<file path="src/rtl/victim_pkg.sv">
package victim_pkg;
  typedef enum logic {
    VB_IDLE = 1'b0,
    VB_SWAP = 1'b1
  } vb_state_e;

  localparam int VB_MIN_ENTRIES = 2;
  localparam int VB_MAX_ENTRIES = 8;
endpackage

</file>
<file path="src/rtl/vb_entries.sv">
module vb_entries #(
  parameter int ENTRIES = 4,
  parameter int ADDR_W  = 26,
  parameter int DATA_W  = 64
) (
  input  logic                                      clk,
  input  logic                                      rst_n,
  input  logic                                      wr_en,
  input  logic [((ENTRIES > 1) ? $clog2(ENTRIES) : 1)-1:0] wr_idx,
  input  logic                                      wr_valid,
  input  logic [ADDR_W-1:0]                         wr_addr,
  input  logic [DATA_W-1:0]                         wr_data,
  input  logic                                      wr_dirty,
  input  logic [ADDR_W-1:0]                         lk_addr,
  input  logic [((ENTRIES > 1) ? $clog2(ENTRIES) : 1)-1:0] rd_idx,
  output logic [ENTRIES-1:0]                        valid_vec,
  output logic [ENTRIES-1:0]                        hit_vec,
  output logic [ADDR_W-1:0]                         rd_addr,
  output logic [DATA_W-1:0]                         rd_data,
  output logic                                      rd_dirty
);
  localparam int IDX_W = (ENTRIES > 1) ? $clog2(ENTRIES) : 1;

  logic [ADDR_W-1:0] addr_arr  [ENTRIES];
  logic [DATA_W-1:0] data_arr  [ENTRIES];
  logic              dirty_arr [ENTRIES];

  for (genvar g = 0; g < ENTRIES; g++) begin : g_ent
    logic              v_q;
    logic              v_d;
    logic              dty_q;
    logic [ADDR_W-1:0] a_q;
    logic [DATA_W-1:0] d_q;
    logic              sel;

    assign sel = wr_en && (wr_idx == IDX_W'(g));

    always_comb begin
      v_d = v_q;
      if (sel) v_d = wr_valid;
    end

    always_ff @(posedge clk or negedge rst_n) begin
      if (!rst_n) v_q <= 1'b0;
      else        v_q <= v_d;
    end

    always_ff @(posedge clk) begin
      if (sel) begin
        a_q   <= wr_addr;
        d_q   <= wr_data;
        dty_q <= wr_dirty;
      end
    end

    assign valid_vec[g] = v_q;
    assign hit_vec[g]   = v_q && (a_q == lk_addr);
    assign addr_arr[g]  = a_q;
    assign data_arr[g]  = d_q;
    assign dirty_arr[g] = dty_q;
  end

  assign rd_addr  = addr_arr[rd_idx];
  assign rd_data  = data_arr[rd_idx];
  assign rd_dirty = dirty_arr[rd_idx];

  // no block address may live in two entries at once
  p_unique_match_r2: assert property (@(posedge clk) disable iff (!rst_n)
    $onehot0(hit_vec));
endmodule

</file>
<file path="src/rtl/vb_age.sv">
module vb_age #(
  parameter int ENTRIES = 4
) (
  input  logic                                            clk,
  input  logic                                            rst_n,
  input  logic                                            touch_en,
  input  logic [((ENTRIES > 1) ? $clog2(ENTRIES) : 1)-1:0] touch_idx,
  output logic [((ENTRIES > 1) ? $clog2(ENTRIES) : 1)-1:0] oldest_idx
);
  localparam int IDX_W = (ENTRIES > 1) ? $clog2(ENTRIES) : 1;

  logic [IDX_W-1:0] age_q [ENTRIES];
  logic [IDX_W-1:0] age_d [ENTRIES];
  logic [IDX_W-1:0] touched_age;

  assign touched_age = age_q[touch_idx];

  always_comb begin
    for (int j = 0; j < ENTRIES; j++) begin
      age_d[j] = age_q[j];
      if (touch_en) begin
        if (touch_idx == IDX_W'(j))        age_d[j] = '0;
        else if (age_q[j] < touched_age)   age_d[j] = age_q[j] + 1'b1;
      end
    end
  end

  always_ff @(posedge clk or negedge rst_n) begin
    if (!rst_n) begin
      for (int j = 0; j < ENTRIES; j++) age_q[j] <= IDX_W'(j);
    end else begin
      for (int j = 0; j < ENTRIES; j++) age_q[j] <= age_d[j];
    end
  end

  always_comb begin
    oldest_idx = '0;
    for (int j = 0; j < ENTRIES; j++) begin
      if (age_q[j] == IDX_W'(ENTRIES - 1)) oldest_idx = IDX_W'(j);
    end
  end

  logic [ENTRIES-1:0] seen;
  always_comb begin
    seen = '0;
    for (int j = 0; j < ENTRIES; j++) seen[age_q[j]] = 1'b1;
  end

  // ranks stay a permutation, so exactly one entry is the oldest
  p_age_perm_r8: assert property (@(posedge clk) disable iff (!rst_n)
    $countones(seen) == ENTRIES);
endmodule

</file>
<file path="src/rtl/vb_ctrl.sv">
module vb_ctrl
  import victim_pkg::*;
(
  input  logic clk,
  input  logic rst_n,
  input  logic probe_valid,
  input  logic evict_valid,
  input  logic hit_any,
  output logic busy,
  output logic accept_probe,
  output logic accept_evict,
  output logic start_swap
);
  vb_state_e state_q, state_d;

  assign busy         = (state_q == VB_SWAP);
  assign accept_probe = probe_valid && !busy;
  assign accept_evict = evict_valid && !busy && !probe_valid;
  assign start_swap   = accept_probe && hit_any;

  always_comb begin
    state_d = state_q;
    case (state_q)
      VB_IDLE: if (start_swap) state_d = VB_SWAP;
      VB_SWAP: state_d = VB_IDLE;
      default: state_d = VB_IDLE;
    endcase
  end

  always_ff @(posedge clk or negedge rst_n) begin
    if (!rst_n) state_q <= VB_IDLE;
    else        state_q <= state_d;
  end

  // a hit raises busy in the following cycle
  p_busy_on_hit_r6: assert property (@(posedge clk) disable iff (!rst_n)
    (probe_valid && !busy && hit_any) |=> busy);
  // the swap lasts exactly one cycle
  p_busy_single_r6: assert property (@(posedge clk) disable iff (!rst_n)
    busy |=> !busy);
endmodule

</file>
<file path="src/rtl/victim_buf.sv">
module victim_buf
  import victim_pkg::*;
#(
  parameter int ENTRIES = 4,
  parameter int ADDR_W  = 26,
  parameter int DATA_W  = 64
) (
  input  logic              clk,
  input  logic              rst_n,
  input  logic              probe_valid,
  input  logic [ADDR_W-1:0] probe_addr,
  input  logic              disp_valid,
  input  logic [ADDR_W-1:0] disp_addr,
  input  logic [DATA_W-1:0] disp_data,
  input  logic              disp_dirty,
  input  logic              evict_valid,
  input  logic [ADDR_W-1:0] evict_addr,
  input  logic [DATA_W-1:0] evict_data,
  input  logic              evict_dirty,
  output logic              resp_valid,
  output logic              resp_hit,
  output logic [DATA_W-1:0] resp_data,
  output logic              resp_dirty,
  output logic              mem_req,
  output logic [ADDR_W-1:0] mem_addr,
  output logic              wb_valid,
  output logic [ADDR_W-1:0] wb_addr,
  output logic [DATA_W-1:0] wb_data,
  output logic              busy
);
  localparam int IDX_W = (ENTRIES > 1) ? $clog2(ENTRIES) : 1;

  // reset: asserted at once, released through two flops
  logic [1:0] rst_sync_q;
  logic       rst_q;
  always_ff @(posedge clk or negedge rst_n) begin
    if (!rst_n) rst_sync_q <= 2'b00;
    else        rst_sync_q <= {rst_sync_q[0], 1'b1};
  end
  assign rst_q = rst_sync_q[1];

  logic [ENTRIES-1:0] valid_vec, hit_vec;
  logic               hit_any, any_free;
  logic [IDX_W-1:0]   hit_idx, free_idx, oldest_idx, ins_idx, rd_idx;
  logic [ADDR_W-1:0]  rd_addr;
  logic [DATA_W-1:0]  rd_data;
  logic               rd_dirty;
  logic               accept_probe, accept_evict, start_swap;

  always_comb begin
    hit_idx = '0;
    for (int i = ENTRIES - 1; i >= 0; i--) if (hit_vec[i]) hit_idx = IDX_W'(i);
  end

  always_comb begin
    free_idx = '0;
    for (int i = ENTRIES - 1; i >= 0; i--) if (!valid_vec[i]) free_idx = IDX_W'(i);
  end

  assign hit_any  = |hit_vec;
  assign any_free = ~&valid_vec;
  assign ins_idx  = any_free ? free_idx : oldest_idx;
  assign rd_idx   = accept_evict ? ins_idx : hit_idx;

  // captured displaced block, written back on the swap edge
  logic [IDX_W-1:0]  swap_idx_q;
  logic              dsp_v_q, dsp_dty_q;
  logic [ADDR_W-1:0] dsp_a_q;
  logic [DATA_W-1:0] dsp_d_q;

  always_ff @(posedge clk) begin
    if (start_swap) begin
      swap_idx_q <= hit_idx;
      dsp_v_q    <= disp_valid;
      dsp_a_q    <= disp_addr;
      dsp_d_q    <= disp_data;
      dsp_dty_q  <= disp_dirty;
    end
  end

  // single write port: swap-in during busy, otherwise insertion
  logic              wr_en, wr_valid, wr_dirty, touch_en;
  logic [IDX_W-1:0]  wr_idx;
  logic [ADDR_W-1:0] wr_addr;
  logic [DATA_W-1:0] wr_data;

  always_comb begin
    wr_en    = 1'b0;
    wr_idx   = ins_idx;
    wr_valid = 1'b1;
    wr_addr  = evict_addr;
    wr_data  = evict_data;
    wr_dirty = evict_dirty;
    touch_en = 1'b0;
    if (busy) begin
      wr_en    = 1'b1;
      wr_idx   = swap_idx_q;
      wr_valid = dsp_v_q;
      wr_addr  = dsp_a_q;
      wr_data  = dsp_d_q;
      wr_dirty = dsp_dty_q;
      touch_en = dsp_v_q;
    end else if (accept_evict) begin
      wr_en    = 1'b1;
      touch_en = 1'b1;
    end
  end

  vb_ctrl i_ctrl (
    .clk          (clk),
    .rst_n        (rst_q),
    .probe_valid  (probe_valid),
    .evict_valid  (evict_valid),
    .hit_any      (hit_any),
    .busy         (busy),
    .accept_probe (accept_probe),
    .accept_evict (accept_evict),
    .start_swap   (start_swap)
  );

  vb_entries #(.ENTRIES(ENTRIES), .ADDR_W(ADDR_W), .DATA_W(DATA_W)) i_entries (
    .clk       (clk),
    .rst_n     (rst_q),
    .wr_en     (wr_en),
    .wr_idx    (wr_idx),
    .wr_valid  (wr_valid),
    .wr_addr   (wr_addr),
    .wr_data   (wr_data),
    .wr_dirty  (wr_dirty),
    .lk_addr   (probe_addr),
    .rd_idx    (rd_idx),
    .valid_vec (valid_vec),
    .hit_vec   (hit_vec),
    .rd_addr   (rd_addr),
    .rd_data   (rd_data),
    .rd_dirty  (rd_dirty)
  );

  vb_age #(.ENTRIES(ENTRIES)) i_age (
    .clk        (clk),
    .rst_n      (rst_q),
    .touch_en   (touch_en),
    .touch_idx  (wr_idx),
    .oldest_idx (oldest_idx)
  );

  // registered outputs: next-state then register
  logic              rv_d, rh_d, rdty_d, mq_d, wbv_d;
  logic [DATA_W-1:0] rdat_d, wbd_d;
  logic [ADDR_W-1:0] ma_d, wba_d;

  always_comb begin
    rv_d   = accept_probe;
    rh_d   = accept_probe && hit_any;
    rdat_d = resp_data;
    rdty_d = resp_dirty;
    mq_d   = accept_probe && !hit_any;
    ma_d   = mem_addr;
    wbv_d  = accept_evict && !any_free && rd_dirty;
    wba_d  = wb_addr;
    wbd_d  = wb_data;
    if (accept_probe) begin
      rdat_d = rd_data;
      rdty_d = hit_any && rd_dirty;
      ma_d   = probe_addr;
    end
    if (accept_evict) begin
      wba_d = rd_addr;
      wbd_d = rd_data;
    end
  end

  always_ff @(posedge clk or negedge rst_q) begin
    if (!rst_q) begin
      resp_valid <= 1'b0;
      resp_hit   <= 1'b0;
      resp_data  <= '0;
      resp_dirty <= 1'b0;
      mem_req    <= 1'b0;
      mem_addr   <= '0;
      wb_valid   <= 1'b0;
      wb_addr    <= '0;
      wb_data    <= '0;
    end else begin
      resp_valid <= rv_d;
      resp_hit   <= rh_d;
      resp_data  <= rdat_d;
      resp_dirty <= rdty_d;
      mem_req    <= mq_d;
      mem_addr   <= ma_d;
      wb_valid   <= wbv_d;
      wb_addr    <= wba_d;
      wb_data    <= wbd_d;
    end
  end

  // a probe taken while idle gets a response in the next cycle
  p_resp_follows_probe_r4: assert property (@(posedge clk) disable iff (!rst_q)
    (probe_valid && !busy) |=> resp_valid);
  // a memory request only accompanies a miss response
  p_memreq_on_miss_r5: assert property (@(posedge clk) disable iff (!rst_q)
    mem_req |-> (resp_valid && !resp_hit));
  // a write-back only follows an eviction that was accepted
  p_wb_after_evict_r9: assert property (@(posedge clk) disable iff (!rst_q)
    wb_valid |-> $past(evict_valid && !probe_valid));
  // nothing is accepted while a swap is under way
  p_idle_after_busy_r10: assert property (@(posedge clk) disable iff (!rst_q)
    busy |=> !resp_valid && !wb_valid);
endmodule

</file>
<file path="config.mk">
export PLATFORM = sky130hd
export DESIGN_NAME = victim_buf
export DESIGN_NICKNAME = d
export VERILOG_FILES = /design/src/rtl/victim_pkg.sv /design/src/rtl/vb_entries.sv /design/src/rtl/vb_age.sv /design/src/rtl/vb_ctrl.sv /design/src/rtl/victim_buf.sv
export SDC_FILE = /design/constraint.sdc
export NUM_CORES = 1
export LEC_CHECK = 0
export ABC_CLOCK_PERIOD_IN_PS = 10000
export BUFFER_PORTS_ARGS = -buffer_cell sky130_fd_sc_hd__buf_2
export CAP_MARGIN = 20
export CORE_AREA = 2 2 261 199
export DETAILED_ROUTE_END_ITERATION = 10
export DIE_AREA = 0 0 263 201
export MAX_ROUTING_LAYER = met4
export PLACE_DENSITY = 0.82
export SYNTH_ARGS = -nofsm -noshare
export SYNTH_HDL_FRONTEND = slang
export SYNTH_SLANG_ARGS = --single-unit
</file>
<file path="constraint.sdc">
create_clock -name clk -period 10 [get_ports clk]
set_input_delay 0.5 -clock clk [delete_from_list [all_inputs] [get_ports clk]]
set_output_delay 0.5 -clock clk [all_outputs]
set_load 0.005 [all_outputs]
</file>
==> After elaboration in Yosys (flattened, before gate mapping) <==
Cells that the tools add are included.
{ "word_totals": {"inputBits": 213, "regBits": 658, "output_inout_bits": 186, "wordCells": 132} }
{ "classes": {"order_cmp": 6, "eq_ne": 10, "n_addsub": 4, "bitwise_logic": 3, "n_mux": 43, "n_reduce_logical": 30} }
{ "op_table": {"columns": ["cell", "count"], "rows": [
  ["64-bit 2-to-1 mux", 3],
  ["64-bit binary-select mux with 2-bit select", 1],
  ["26-bit == test", 4],
  ["26-bit 2-to-1 mux", 3],
  ["26-bit binary-select mux with 2-bit select", 1],
  ["2-bit 2-to-1 mux", 23],
  ["1-bit logical AND", 16],
  ["2-bit == test (second input constant)", 5],
  ["1-bit 2-to-1 mux", 9],
  ["2-bit by 1-bit adder with 2-bit output (second input constant)", 4],
  ["2-bit < comparator", 4],
  ["2-bit AND reduction", 4],
  ["2-bit nonzero test", 4],
  ["3-bit >= comparator (second input constant)", 2],
  ["2-bit NOT with 3-bit output", 2],
  ["2-bit binary-select mux with 2-bit select", 1],
  ["4-bit AND reduction", 1],
  ["4-bit OR reduction", 1],
  ["1-bit logical NOT", 3],
  ["1-bit binary-select mux with 2-bit select", 1],
  ["2-bit by 1-bit == test with 1-bit output (second input constant)", 1],
  ["2-bit logical NOT", 1],
  ["1-bit one-hot mux with 2 select lines", 1],
  ["1-bit NOT", 1]
]} }

==> Logic depth before layout (Yosys ltp) <==
{ "logic_depth": {"depth_word": 13, "ltp_mapped": 14} }

==> Cells and area by module <==
From an unflattened synthesis, not the netlist that was laid out.
{ "hier_totals": {"cells_unflattened": 1360, "area_unflattened_um2": 26661.8} }
{ "modules_own_cells": {"columns": ["mod", "area_each_um2", "cells_each", "instances", "seq_area_each_um2"], "rows": [
  ["vb_entries", 14725.4, 658, 1, 11030.6],
  ["victim_buf", 11085.6, 615, 1, 7502.2],
  ["vb_age", 789.5, 82, 1, 205.2],
  ["vb_ctrl", 61.3, 5, 1, 25.0]
]} }

==> Worst setup path after synthesis <==
Ideal clock, no wire load.
{ "synth_path": {"path_type": "register to register", "start": "reg i_age.age_q[2] (netlist name)", "end": "reg i_entries.g_ent[0].a_q[0], enable pin", "setup_time_ps": 543, "stages_incl_launch_ff": 8, "path_buffers": 1, "path_slack_ps": 3807, "arrival_ps": 5650, "cell_sequence": "dfrtp_1 ha_1 nor4bb_1 or2_2 clkbuf_1 o21ai_0 or3_1 nor2_1"} }
{ "synth_between": {"elab_chain_len": 7} }
{ "synth_lines": {"columns": ["element", "line", "source"], "rows": [
  ["start: declaration", "vb_age.sv:12", "logic [IDX_W-1:0] age_q [ENTRIES];"],
  ["2-bit == test", "vb_age.sv:39", "if (age_q[j] == IDX_W'(ENTRIES - 1)) oldest_idx = IDX_W'(j);"],
  ["2-bit 2-to-1 mux (2 in series)", "vb_age.sv:39", null],
  ["2-bit 2-to-1 mux", "victim_buf.sv:62", "assign ins_idx = any_free ? free_idx : oldest_idx;"],
  ["2-bit 2-to-1 mux", "victim_buf.sv:95", "if (busy) begin"],
  ["2-bit logical NOT", "vb_entries.sv:36", "assign sel = wr_en && (wr_idx == IDX_W'(g));"],
  ["1-bit logical AND", "vb_entries.sv:36", null],
  ["named net i_entries.g_ent[0].sel", "vb_entries.sv:34", "logic sel;"],
  ["end signal: assignment", "vb_entries.sv:50", "a_q <= wr_addr;"],
  ["end: declaration", "vb_entries.sv:32", "logic [ADDR_W-1:0] a_q;"]
]} }
The timed path passes the listed nets, and every way through them passes these cells.
A chain may end at the register's enable or synchronous reset.

==> Worst setup path in the final report <==
{ "layout_path": {"start": "reg i_entries.g_ent[3].a_q[25]", "end": "reg resp_data[44]"} }
{ "layout_between": {"elab_chain_len": 11} }
{ "layout_lines": {"columns": ["element", "line", "source"], "rows": [
  ["start: declaration", "vb_entries.sv:32", null],
  ["start signal: assignment", "vb_entries.sv:50", null],
  ["26-bit == test", "vb_entries.sv:57", "assign hit_vec[g] = v_q && (a_q == lk_addr);"],
  ["1-bit logical AND", "vb_entries.sv:57", null],
  ["2-bit 2-to-1 mux (4 in series)", "victim_buf.sv:52", "for (int i = ENTRIES - 1; i >= 0; i--) if (hit_vec[i]) hit_idx = IDX_W'(i);"],
  ["2-bit 2-to-1 mux", "victim_buf.sv:63", "assign rd_idx = accept_evict ? ins_idx : hit_idx;"],
  ["2-bit NOT with 3-bit output (implied by the code)", "vb_entries.sv:64", "assign rd_data = data_arr[rd_idx];"],
  ["64-bit binary-select mux with 2-bit select", "vb_entries.sv:64", null],
  ["64-bit 2-to-1 mux (implied by the code) (2 in series)", "vb_entries.sv:64", null],
  ["end signal: assignment", "victim_buf.sv:187", "resp_data <= rdat_d;"],
  ["end: declaration", "victim_buf.sv:22", "output logic [DATA_W-1:0] resp_data,"]
]} }
Every way passes these cells. The select of a mux whose other input is x is not followed.

==> metrics.md <==
| Metric | Value |
|---|---|
| Commonest cells post-synth | 509 x nand2_1, 458 x edfxtp_1, 197 x nand3_1 |
| Syn Std Cell Area | roughly 0.030 mm² |
| Layout Skew | approximately 0.016 ns |
| Core box area | about 0.051 mm² |
| Final Cycle Share | between 40% and 50% |
| Final nets | approximately 3000 |
| Peak VDD IR | between 300 and 400 µV |
| Synth-to-Final Area Change | 15.1% |
| Post-route ant nets | 0 |
| Clk_lat worst skew | roughly 0.65 ns |
| Worst Hold Path EP | dsp_a_q[24]$_DFFE_PP_ |
| CP Launch Type | flop |
| I/O pin count | between 300 and 400 |
| DR vias | approximately 22000 |
| Yosys cell types | 60 |
| Min Tclk post-route | ~4.6 ns |
| Via density | between 6 and 7 |
| Critical Path AT | approximately 5.1 ns |
| Actual slew at the worst max-slew pin | roughly 1.1 ns |
| Sw frac | 36.7% |
| CTS tree | yes |
| Final Total Pwr | 9310 µW |
| WL/cell | around 24 µm |
| Register area share after synthesis | a little over three fifths |
| Req. time, crit path | 10.52 ns |
| CTS root buf | clkbuf_16 |
| Cell taking the most area after synthesis | edfxtp_1 |
| Switching pwr | 3420 µW |
| Crit-path max cell delay | ~0.75 ns |
| Clock sink count | 658 |
| Yosys warning count | 0 |
| Largest net degree at the start of global routing | 153 |
| Placer Congestion | between 0.9 and 1 |
| Max-Cap Viols | 0 |
| Status | finished clean |
| Clock slew seen by the registers of the worst setup and hold paths | ~0.070 ns |
| Pwr dens | approximately 270 mW/mm² |
| Die area | 0.0529 mm² |
| Top cell type's share of synthesized area | between 40% and 50% |
| First-pass DRT Iterations | 6 |
| Final Hold Viols | 0 |
| PnR worst setup slack | 5.38 ns |
| Hold Crit Start | disp_addr[24] |
| Number of synthesized flops with an enable pin | ~460 |
| Setup TNS | 0 ns |
| Crit path cell chain | xnor2_1 -> nand4_1 -> nor4_1 -> nand4_1 -> a221oi_4 -> buf_4 -> a21bo_4 -> buf_4 -> mux2i_1 -> a221oi_1 |
| Syn avg cell area | 12.2 µm² |
| Initial antenna violation count | 4 |
| Reg power frac | between 40% and 50% |
| LEAKAGE | 0.0137 µW |
| Worst slew margin | between 20% and 30% |
| Top cells by area, synth | edfxtp_1 46%, dfrtp_1 16%, nand2_1 6.4%, mux2i_1 6.1%, mux2_2 3.5% |
| Longest Clk Path Bufs | 3 |
| Register-to-Register Setup Slack | around 5.4 ns |
| Num CTS Buffers | around 60 |
| Reg2reg end | resp_data[44]$_DFFE_PN0P_ |
| Hold path cells | 1 |
| Die Y | roughly 200 µm |
| Initial Util | slightly below 60% |
| Layout cells sized above 1 | 24.2% |
| Detail Placement HPWL | about 53000 µm |
| DR DRC count | 0 |
| Die width | approximately 260 µm |
| Clock power share | between 20% and 30% |
| Core Rows | just over 70 |
| Worst Path Max Fanout | 35 |
| Kind of critical path | reg -> reg |
| Seq cells post-synth | ~660 |
| Pre-CTS WS | approximately 5.2 ns |
| Reg2reg path depth | 10 |
| Routed WL | 84600 µm |
| Achievable Freq | about 220 MHz |
| Total gr overflow | 0 |
| RSZ-0062 raised after global routing | false |
| RR Startpoint | i_entries.g_ent[3].a_q[25]$_DFFE_PP_ |
| Drt initial violations | roughly 2500 |
| Most frequent cell after synthesis | nand2_1 |
| Hold Path Class | in -> reg |
| Combinational Power Share | approximately a third |
| Int Pwr | between 5000 and 6000 µW |
| Util after Layout | roughly two thirds |
| Synth Instances | between 2000 and 2500 |
| Setup-failing EPs final | 0 |
| Clock H-tree levels | 2 |
| CP endpoint kind | flop |
| CP max stage cell | buf_4 |
| Number of global-route vias before repair | 21900 |
| Buffers added on ports | a little under 400 |
| Overall global routing resource usage | between 30% and 40% |
| Synthesized Nets | between 2000 and 3000 |
| Post-synth top flop | edfxtp_1 |
| First-pass GRT wire length | 129000 µm |
| Final Slew Violations | 0 |
| Post-synth ARST share | 30.4% |
[sequential cells by signal (all words and copies together) (netlist names), 2 cells and up]
name / count
i_age.age_q: 8
i_entries.g_ent.d_q: 256
swap_idx_q: 2
i_entries.g_ent.a_q: 104
dsp_d_q: 64
mem_addr: 26
i_entries.g_ent.v_q: 4
resp_data: 64
wb_addr: 26
wb_data: 64
rst_sync_q: 2
dsp_a_q: 26
i_entries.g_ent.dty_q: 4
[power groups by stage]
stage | sequential, µW | combinational (µW) | clock, µW
final | 3880 | 3070 | 2360
after floorplan | 3880 | 1940 | 0
after detailed placement | 3920 | 3020 | 0
after global placement | 3890 | 2920 | 0
after CTS | 3870 | 3040 | 2380
after global routing | 3930 | 3340 | 2490
[cells by family after synthesis]
family          count (synthesis)  share of synthesized area, %
compound gates                271                          7.50
xor+xnor                      104                          3.05
fa+ha+maj                       7                         0.294
buf+inv                       192                          3.03
flops                         658                          62.9
mux                           273                          9.55
other cells                     1                        0.0126
simple gates                  944                          13.7
[cell usage in the layout (no fill, tap or decap), types with 66 or more instances in the layout]
cell type	n
mux2i_1	181
nand3_1	196
edfxtp_1	458
mux2_2	92
buf_2	398
nor2_1	144
o31ai_1	66
dfrtp_1	194
nand2_1	509
[layer usage]
metal  vias up  wire length, µm  GRT usage, %
met3       187             8070          5.89
li1       9557                -             -
met1     10800            34800          45.3
met5         -                0             -
met2      1184            39200          50.1
met4         0             2490          10.4
[stage by stage]
stage,instance area [µm²],hold slack (ns),instances
floorplan,29800,0.204,2450
global placement,32100,0.285,3366
detailed placement,32200,0.287,3367
CTS,34200,0.00136,3485
global route,34300,0.00823,3492
finish,34300,0.0261,3492
[what timing repair did]
item                      in CTS  in global routing
hold endpoints to repair       3                  0
buffers inserted               0                  0
resized for setup              0                  0
hold buffers                   2                  0
[layout make-up]
class	count	area, µm²
Clock inverter	20	236
Inverter	15	61.3
Timing Repair Buffer	433	2350
Antenna cell	4	10.0
Tap cell	666	833
Clock buffer	96	1800
Multi-Input combinational cell	1600	10300
Fill cell	3576	16300
Sequential cell	658	18800
[critical path: cells and delay by family, from the launching register on]
kind / cells / cell delay (ns)
and+or+nand+nor: 3 / 0.80
muxes: 1 / 0.20
xor gates and xnor gates: 1 / 0.40
buffers and inverters: 2 / 1.28
AOI/OAI and AO/OA: 3 / 1.38
DFF: 1 / 0.40
[how the worst max path moves through the flow]
stage / from / to / slack [ns]
6_report: i_entries.g_ent[3].a_q[25]$_DFFE_PP_ / resp_data[44]$_DFFE_PN0P_ / 5.38
5_1_grt: i_entries.g_ent[3].a_q[24]$_DFFE_PP_ / resp_data[44]$_DFFE_PN0P_ / 5.15
4_1_cts: i_ctrl.busy$_DFF_PN0_ / i_entries.g_ent[2].d_q[23]$_DFFE_PP_ / 5.42
3_5_place_dp: probe_addr[25] / resp_data[44]$_DFFE_PN0P_ / 5.21
3_3_place_gp: probe_addr[25] / resp_data[35]$_DFFE_PN0P_ / 5.34
2_1_floorplan: i_age.age_q[2]$_DFFE_PN0P_ / i_entries.g_ent[0].a_q[0]$_DFFE_PP_ / 3.81
(Power assumes the default switching activity.)
